## config.mk

```make
export PLATFORM = sky130hd
export DESIGN_NAME = idle_state_ctrl
export DESIGN_NICKNAME = d
export VERILOG_FILES = /design/src/rtl/idle_pkg.sv /design/src/rtl/idle_cyc_decode.sv /design/src/rtl/idle_state_fsm.sv /design/src/rtl/idle_snoop_queue.sv /design/src/rtl/idle_state_ctrl.sv
export SDC_FILE = /design/constraint.sdc
export NUM_CORES = 1
export LEC_CHECK = 0
export BUFFER_PORTS_ARGS = -buffer_cell sky130_fd_sc_hd__buf_2
export CAP_MARGIN = 30
export CORE_ASPECT_RATIO = 0.9
export CORE_MARGIN = 1
export CORE_UTILIZATION = 53
export CTS_BUF_LIST = sky130_fd_sc_hd__clkbuf_2
export DETAILED_ROUTE_END_ITERATION = 8
export PLACE_DENSITY = 0.76
export SETUP_SLACK_MARGIN = 0.05
export SYNTH_ARGS = -nofsm -noshare
export SYNTH_HDL_FRONTEND = slang
export SYNTH_SLANG_ARGS = --single-unit
```

## constraint.sdc

```tcl
create_clock -name clk_i -period 10.8 [get_ports clk_i]
set_input_delay 0.54 -clock clk_i [delete_from_list [all_inputs] [get_ports clk_i]]
set_output_delay 0.54 -clock clk_i [all_outputs]
set_load 0.01 [all_outputs]
```

## src/rtl/idle_pkg.sv

```systemverilog
package idle_pkg;
  typedef enum logic [1:0] {
    ST_ON   = 2'b00,
    ST_SG   = 2'b01,
    ST_DEEP = 2'b10,
    ST_WAKE = 2'b11
  } idle_st_e;

  typedef enum logic [2:0] {
    CYC_NONE   = 3'b000,
    CYC_HALT   = 3'b001,
    CYC_HALT_E = 3'b010,
    CYC_SG     = 3'b011,
    CYC_SG_E   = 3'b100,
    CYC_DEEP   = 3'b101,
    CYC_RSV6   = 3'b110,
    CYC_RSV7   = 3'b111
  } cyc_e;
endpackage

```

## src/rtl/idle_cyc_decode.sv

```systemverilog
module idle_cyc_decode
  import idle_pkg::*;
(
  input  logic [2:0] cyc_type_i,
  output logic       sg_o,
  output logic       deep_o
);
  always_comb begin
    sg_o   = 1'b0;
    deep_o = 1'b0;
    case (cyc_e'(cyc_type_i))
      CYC_SG, CYC_SG_E:     sg_o   = 1'b1;
      CYC_DEEP:             deep_o = 1'b1;
      CYC_HALT, CYC_HALT_E: ;  // halt is invisible here
      default:              ;
    endcase
  end
endmodule

```

## src/rtl/idle_state_fsm.sv

```systemverilog
module idle_state_fsm
  import idle_pkg::*;
(
  input  logic     clk_i,
  input  logic     rst_ni,
  input  logic     sg_i,
  input  logic     deep_i,
  input  logic     brk_i,
  input  logic     snp_wake_i,
  input  logic     ready_i,
  output idle_st_e state_o,
  output logic     sg_ack_o
);
  idle_st_e st_q, st_d;

  always_comb begin
    st_d     = st_q;
    sg_ack_o = 1'b0;
    case (st_q)
      ST_ON: begin
        if (!brk_i) begin
          if (deep_i) st_d = ST_DEEP;
          else if (sg_i) begin
            st_d     = ST_SG;
            sg_ack_o = 1'b1;
          end
        end
      end
      ST_SG: begin
        if (brk_i)       st_d = ST_ON;
        else if (deep_i) st_d = ST_DEEP;
      end
      ST_DEEP: if (brk_i || snp_wake_i) st_d = ST_WAKE;
      ST_WAKE: if (ready_i) st_d = ST_ON;
      default: st_d = ST_ON;
    endcase
  end

  always_ff @(posedge clk_i or negedge rst_ni) begin
    if (!rst_ni) st_q <= ST_ON;
    else         st_q <= st_d;
  end

  assign state_o = st_q;
endmodule

```

## src/rtl/idle_snoop_queue.sv

```systemverilog
module idle_snoop_queue #(
  parameter int N_REQ = 4,
  localparam int IDW = (N_REQ > 1) ? $clog2(N_REQ) : 1,
  localparam int CW  = $clog2(N_REQ + 1)
) (
  input  logic             clk_i,
  input  logic             rst_ni,
  input  logic [N_REQ-1:0] push_i,
  input  logic             pop_i,
  output logic [IDW-1:0]   head_o,
  output logic             empty_o,
  output logic [N_REQ-1:0] queued_o
);
  logic [IDW-1:0]   mem_q [N_REQ];
  logic [IDW-1:0]   mem_d [N_REQ];
  logic [IDW-1:0]   rd_q, wr_q;
  logic [CW-1:0]    cnt_q;
  logic [N_REQ-1:0] queued_q;
  int               ofs;

  function automatic logic [IDW-1:0] wrap_add(input logic [IDW-1:0] a, input int b);
    int s;
    s = int'(a) + b;
    if (s >= N_REQ) s = s - N_REQ;
    return IDW'(s);
  endfunction

  // same-cycle pushes land in ascending requester order
  always_comb begin
    ofs = 0;
    for (int k = 0; k < N_REQ; k++) mem_d[k] = mem_q[k];
    for (int i = 0; i < N_REQ; i++) begin
      if (push_i[i]) begin
        mem_d[wrap_add(wr_q, ofs)] = IDW'(i);
        ofs = ofs + 1;
      end
    end
  end

  always_ff @(posedge clk_i or negedge rst_ni) begin
    if (!rst_ni) begin
      for (int k = 0; k < N_REQ; k++) mem_q[k] <= '0;
      rd_q     <= '0;
      wr_q     <= '0;
      cnt_q    <= '0;
      queued_q <= '0;
    end else begin
      for (int k = 0; k < N_REQ; k++) mem_q[k] <= mem_d[k];
      wr_q  <= wrap_add(wr_q, ofs);
      cnt_q <= cnt_q + CW'(ofs) - CW'(pop_i);
      if (pop_i) rd_q <= wrap_add(rd_q, 1);
      queued_q <= (queued_q | push_i)
                  & ~(pop_i ? (N_REQ'(1) << head_o) : '0);
    end
  end

  assign head_o   = mem_q[rd_q];
  assign empty_o  = (cnt_q == '0);
  assign queued_o = queued_q;
endmodule

```

## src/rtl/idle_state_ctrl.sv

```systemverilog
module idle_state_ctrl
  import idle_pkg::*;
#(
  parameter int N_REQ = 4,
  localparam int IDW = (N_REQ > 1) ? $clog2(N_REQ) : 1
) (
  input  logic             clk_i,
  input  logic             rst_ni,
  input  logic [2:0]       cyc_type_i,
  input  logic             break_i,
  input  logic             core_ready_i,
  input  logic [N_REQ-1:0] req_valid_i,
  input  logic [N_REQ-1:0] req_snoop_i,
  output logic [1:0]       state_o,
  output logic             stpgnt_ack_o,
  output logic [N_REQ-1:0] req_grant_o,
  output logic [N_REQ-1:0] req_stall_o,
  output logic             wake_req_o
);
  logic             sg, deep, snp_ok, q_empty, q_pop;
  logic [IDW-1:0]   q_head;
  logic [N_REQ-1:0] q_queued, q_push, snp_req, grant, stall;
  idle_st_e         st;

  idle_cyc_decode u_dec (
    .cyc_type_i (cyc_type_i),
    .sg_o       (sg),
    .deep_o     (deep)
  );

  assign snp_req = req_valid_i & req_snoop_i;

  idle_state_fsm u_fsm (
    .clk_i      (clk_i),
    .rst_ni     (rst_ni),
    .sg_i       (sg),
    .deep_i     (deep),
    .brk_i      (break_i),
    .snp_wake_i (|snp_req),
    .ready_i    (core_ready_i),
    .state_o    (st),
    .sg_ack_o   (stpgnt_ack_o)
  );

  assign snp_ok = (st == ST_ON) || (st == ST_SG);

  for (genvar i = 0; i < N_REQ; i++) begin : g_req
    // held requests drain from the queue head first
    assign grant[i] = (req_valid_i[i] & ~req_snoop_i[i])
                    | (snp_req[i] & snp_ok & (q_empty | (q_head == IDW'(i))));
    assign stall[i] = snp_req[i] & ~grant[i];
  end

  assign q_push = stall & ~q_queued;
  assign q_pop  = ~q_empty & grant[q_head];

  idle_snoop_queue #(.N_REQ(N_REQ)) u_q (
    .clk_i    (clk_i),
    .rst_ni   (rst_ni),
    .push_i   (q_push),
    .pop_i    (q_pop),
    .head_o   (q_head),
    .empty_o  (q_empty),
    .queued_o (q_queued)
  );

  assign state_o     = st;
  assign req_grant_o = grant;
  assign req_stall_o = stall;
  assign wake_req_o  = (st == ST_WAKE);
endmodule

```

Word level (Yosys, flattened, before mapping). Index checks and enable logic that the tools add are counted.

Output and inout bits: 12. Flip-flop bits (word level): 21.

Equal/unequal tests: 14. Shift operators: 1. Multiplexer cells: 46. Reductions and logical operators: 12. Bitwise operators: 54. Add/sub/neg operators: 16. Magnitude comparators: 16.

Operators by type and width (count): 3-bit by 32-bit adder with 32-bit output (3); 32-bit by 4-bit greater-or-equal comparator with 1-bit output (second input constant) (3); 32-bit 2-to-1 mux (3); 32-bit by 2-bit adder with 32-bit output (second input constant) (2); 2-bit 2-to-1 mux (23); 8-bit 2-to-1 mux (4); 3-bit greater-or-equal comparator (second input constant) (7); 4-bit AND (5); 1-bit AND (17); 2-bit demux with 2-bit select (4); 4-bit inverter (4); 2-bit inverter with 3-bit output (5); 3-bit by 1-bit less-than comparator with 1-bit output (second input constant) (4); 4-bit bitwise OR (3); 2-bit by 1-bit subtractor with 2-bit output (second input constant) (6); 1-bit inverter (9); 8-bit AND (1); 2-bit equality test (second input constant) (4); 1-bit 2-to-1 mux (8); 8-bit inverter (1); 1-bit bitwise OR (8); 8-bit bitwise OR (1); 2-bit case mux with 4 select lines (1); 3-bit equality test (second input constant) (2); other kinds (23) (31).

Longest topological paths before layout.
Word-level depth: 28. Mapped depth: 16.

Modules after synthesis. From an unflattened synthesis, not the netlist that was laid out.

Cells, all modules: 177. Area, all modules: 1624.1 µm².

By module, submodules not included: idle_snoop_queue (instances 1, cells each 121, area each 1248.7 µm²); idle_state_ctrl (instances 1, cells each 38, area each 227.7 µm²); idle_state_fsm (instances 1, cells each 13, area each 117.6 µm²); idle_cyc_decode (instances 1, cells each 5, area each 30.0 µm²).

Worst setup path after synthesis. OpenSTA, ideal clock, no wires.

Path type: flip-flop to flip-flop. Start: reg u_q.rd_q[0]. End: reg u_q.cnt_q[2]. Buffers on the path: 1. Path slack: 6629 ps. Arrival time: 4046 ps. Stages on the path, launching flop included: 16. Clock period less this slack: 4171 ps. Cells stage by stage: dfrtp_1 mux4_2 buf_6 o21ai_0 a211oi_1 inv_1 ha_1 o41ai_4 ha_1 mux2i_1 ha_1 fa_1 xor2_1 xnor2_1 xnor2_1 xnor2_1.

Word-level cells in the longest chain between the ends: 20. Elaborated cells on any way between the ends: 41.

Ends and longest elaborated chain: start: declaration (RTL line idle_snoop_queue.sv:16) `logic [IDW-1:0] rd_q, wr_q;`; start signal: assignment (RTL line idle_snoop_queue.sv:51) `if (pop_i) rd_q <= wrap_add(rd_q, 1);`; 2-bit inverter with 3-bit output (implied by the code) * (RTL line idle_snoop_queue.sv:57) `assign head_o = mem_q[rd_q];`; 2-bit binary-select mux with 2-bit select * (RTL line idle_snoop_queue.sv:57); 2-bit 2-to-1 mux (implied by the code) * (2 in series) (RTL line idle_snoop_queue.sv:57); 2-bit zero test (RTL line idle_state_ctrl.sv:50) `| (snp_req[i] & snp_ok & (q_empty | (q_head == IDW'(i))));`; 1-bit bitwise OR (RTL line idle_state_ctrl.sv:50); 1-bit AND (RTL line idle_state_ctrl.sv:50); 1-bit bitwise OR (RTL line idle_state_ctrl.sv:50); 1-bit inverter (RTL line idle_state_ctrl.sv:51) `assign stall[i] = snp_req[i] & ~grant[i];`; [3 not listed]; 1-bit by 1-bit adder with 2-bit output (RTL line idle_snoop_queue.sv:35) `ofs = ofs + 1;`; 32-bit 2-to-1 mux (RTL line idle_snoop_queue.sv:33) `if (push_i[i]) begin`; 32-bit by 2-bit adder with 32-bit output (RTL line idle_snoop_queue.sv:35); 32-bit 2-to-1 mux (RTL line idle_snoop_queue.sv:33); 32-bit by 2-bit adder with 32-bit output (RTL line idle_snoop_queue.sv:35); 32-bit 2-to-1 mux (RTL line idle_snoop_queue.sv:33); 3-bit adder (RTL line idle_snoop_queue.sv:50) `cnt_q <= cnt_q + CW'(ofs) - CW'(pop_i);`; 3-bit by 1-bit subtractor with 3-bit output * (RTL line idle_snoop_queue.sv:50); end signal: assignment (RTL line idle_snoop_queue.sv:50); end: declaration (RTL line idle_snoop_queue.sv:17) `logic [CW-1:0] cnt_q;`.

Every way passes the cells marked *; elsewhere a longest branch is shown, timed or not. The select of a mux whose other input is x is not followed. A chain may end at the register's enable or synchronous reset.

Worst setup path in the final report. Ends and elaborated chain as after synthesis.

==> run summary <==
Mean cell area of the mapped netlist - 9.328 um^2
Drt initial violations - 93
Via-per-instance ratio - 5.919
Clock network latency to the later pin of the worst-skew pair - 0.33 ns
Async set-or-reset flop fraction in the synthesized netlist - 100.0%
Data required, critical path - 11.06 ns
Final worst path period need - 4.695 ns
Number of buffers inserted by port buffering - 26
Cts-stage hold buffer count - 0
Fin. Hold Viols - 0
Via count of the first global-routing pass - 1262
Hpwl dp - 2.870 mm
Fraction of layout cells with a size suffix above 1 - 18.46%
Area of the core region - 0.002793 mm^2
Most common cell in the synthesized netlist - dfrtp_1
Compound-gate portion of the synthesized area - 18.73%
GRT met3 Usage - 5.529%
Post-synthesis register bit count - 21
Clock input transition at the sequential cells of the worst setup and hold paths - 0.21 ns
Clk buf depth - 2
Aggregate global-route resource usage - 24.08%
Share of the synthesized area in the top cell type - 33.33%
Setup skew after layout - 0.01215 ns
Clock tree root buffer cell - clkbuf_2
Global Route met1 Usage - 32.44%
Status - finished, final reports clean
DRC violations left - 0
Worst hold-check slack - 0.1239 ns
Data arrival time of the critical path - 4.96 ns
Dominant cell type by area after synthesis - dfrtp_1
Mean routed wirelength per cell - 15.05 um
Pre-CTS WS - 6.195 ns
Total standard cell area after synthesis - 0.001577 mm^2
Global placement routability congestion - 0.9082
Busiest layer in global routing - met2
Starting utilization of the core area - 56.45%
Peak VDD IR - 0.1712 mV
Number of antenna violations at the first check in global routing - 0
Capturing element type of the critical path - register
Number of different library cells in the post-synthesis netlist - 47
Number of search-and-repair iterations in the first detailed-routing pass - 4
Post-synth EDFFs - 0
# H-tree levels - 1
Number of filler cells placed in the layout - 255
Leftover overflow at the end of global routing - 0
Final layout net count - 222
Highest net fanout along the worst path - 11
Leading register cell type out of synthesis - dfrtp_1
Area Overhead vs Synth - 11.03%
Die Wd - 59.49 um
Clock sinks - 21
Number of synthesis warnings - 0
Leakage power - 0.8046 nW
CTS tree - done
Post-synthesis adder-cell area fraction - 9.206%
Worst Max-Slew Pin Slew - 0.8034 ns
CTS resizes - 0
Unrepaired setup endpoints after global routing - false
Setup CP Type - reg2reg
Height of the chip - 53.74 um
Final number of setup-violating endpoints - 0
Die outline area - 0.003197 mm^2
Remaining antenna violation count after routing - 0
Power density cells - 311.9 mW/mm^2
Met2 capacity usage during global routing - 39.33%
Tightest slew margin relative to the limit - 46.11%
Maximum number of pins on one net before global-route repair - 22
Final critical-path share of the clock period - 43.48%
FP Rows - 18
Proportion of synthesized area in mux cells - 6.270%
Number of diodes - 0
Fin cells - 235
Crit path setup slack, layout - 6.105 ns
Kind of start point of the critical path - register
Largest family of logic cells by synthesized area - simple AND/OR/NAND/NOR gates
Number of top-level design ports - 27
Number of pins exceeding their max-slew limit in the final report - 0
Max-cap violation count - 0
DP Cell Count - 231
Post-CTS setup buffers - 0
Via count - 1391
Fraction of the mapped netlist area in simple logic gates - 19.21%
Sequential element share of the synthesized area - 33.33%
First-pass GRT wire length - 5.720 mm
XOR/XNOR share of the synthesized area - 9.444%
Number of cells produced by synthesis - 169
Setup tns final - 0 ns
TritonCTS Buffers - 3
Fin util - 62.68%
Cell types with the highest counts after synthesis - 21 x dfrtp_1, 15 x nand2_1, 11 x nor2_1, 11 x xnor2_1, 10 x ha_1
WL final - 3.537 mm
Highest clock rate - 213.0 MHz
Largest cells by area after synthesis - dfrtp_1 33%, ha_1 7.9%, xnor2_1 6.1%, nand2_1 3.6%, xor2_1 3.3%
Synthesized Nets - 195
Worst min-delay path class - in2async
-- final timing paths --
path	startpoint	endpoint	slack [ns]	cells after the start
worst min-delay path	rst_ni	u_q.mem_q[5]	0.12	1
worst max register to register	u_q.rd_q[0]	u_q.cnt_q[2]	6.10	14
min in group clk_i	break_i	u_fsm.state_o[1]	0.42	2
max in group asynchronous	rst_ni	u_fsm.state_o[0]	10.34	1
worst min register to register	u_q.rd_q[1]	u_q.rd_q[1]	0.55	1
worst max-delay path	u_q.rd_q[0]	u_q.cnt_q[2]	6.10	14
-- cells in the final DEF, fill, tap and decap left out, drive strengths merged, types with 6 or more instances in the layout --
master	count
a21oi	7
ha	10
dfrtp	21
xor2	6
nor3	8
inv	9
nand2	15
xnor2	11
nor2	11
buf	26
a21boi	6
o21ai	8
-- per-stage QoR --
| stage | total power (W) | cell area, um^2 |
|---|---|---|
| CTS | 0.0005488 | 1750 |
| detailed placement | 0.0005133 | 1730 |
| finish | 0.0005459 | 1750 |
| global route | 0.0006001 | 1750 |
| global placement | 0.0004970 | 1730 |
| floorplan | 0.0004422 | 1577 |
-- where the power goes --
part           internal (W)  switching, W  total (W)  leakage [nW]
logic              0.000155      0.000193   0.000348         0.538
clock network    0.00000839     0.0000247  0.0000331        0.0164
registers          0.000120     0.0000446   0.000164         0.250
-- sequential cells by signal, summed over array words and instances (netlist names) --
name,flops
u_q.cnt_q,3
u_q.mem_q,8
u_q.wr_q,2
u_fsm.state_o,2
u_q.rd_q,2
u_q.queued_o,4
-- worst max-delay path, cell delays in order (launching register included) --
cell	delay, ns
dfrtp_1	0.49
mux4_2	0.52
o21ai_0	0.18
a211oi_1	0.73
inv_1	0.11
ha_1	0.24
o41ai_4	0.44
ha_1	0.30
mux2i_1	0.23
ha_1	0.32
fa_1	0.44
xor2_1	0.16
xnor2_1	0.17
xnor2_1	0.16
xnor2_1	0.14
-- logic make-up (layout without fill, tap and decap cells) --
group,Yosys count,in the layout
XOR/XNOR,17,17
flip-flops,21,21
buffers and inverters,13,39
multiplexers,7,7
adder cells (fa/ha/maj),11,11
AO/OA/AOI/OAI,41,41
AND/OR/NAND/NOR,59,59
-- layer usage --
metal	share of wire [%]	routed length (um)
met1	44	1540
met2	49	1739
met3	6.0	212
met4	1.3	45
met5	0	0
-- layout make-up --
| class | instances | area (um^2) | share of cell area (%) |
|---|---|---|---|
| Timing Repair Buffer | 26 | 130.1 | 7.434 |
| Clock buffer | 3 | 15.01 | 0.8578 |
| Inverter | 9 | 33.78 | 1.930 |
| Sequential cell | 21 | 525.5 | 30.02 |
| Tap cell | 40 | 50.05 | 2.859 |
| Clock inverter | 1 | 5.005 | 0.2859 |
| Multi-Input combinational cell | 135 | 991.0 | 56.61 |
No activity file was read; power rests on OpenSTA's default activity.
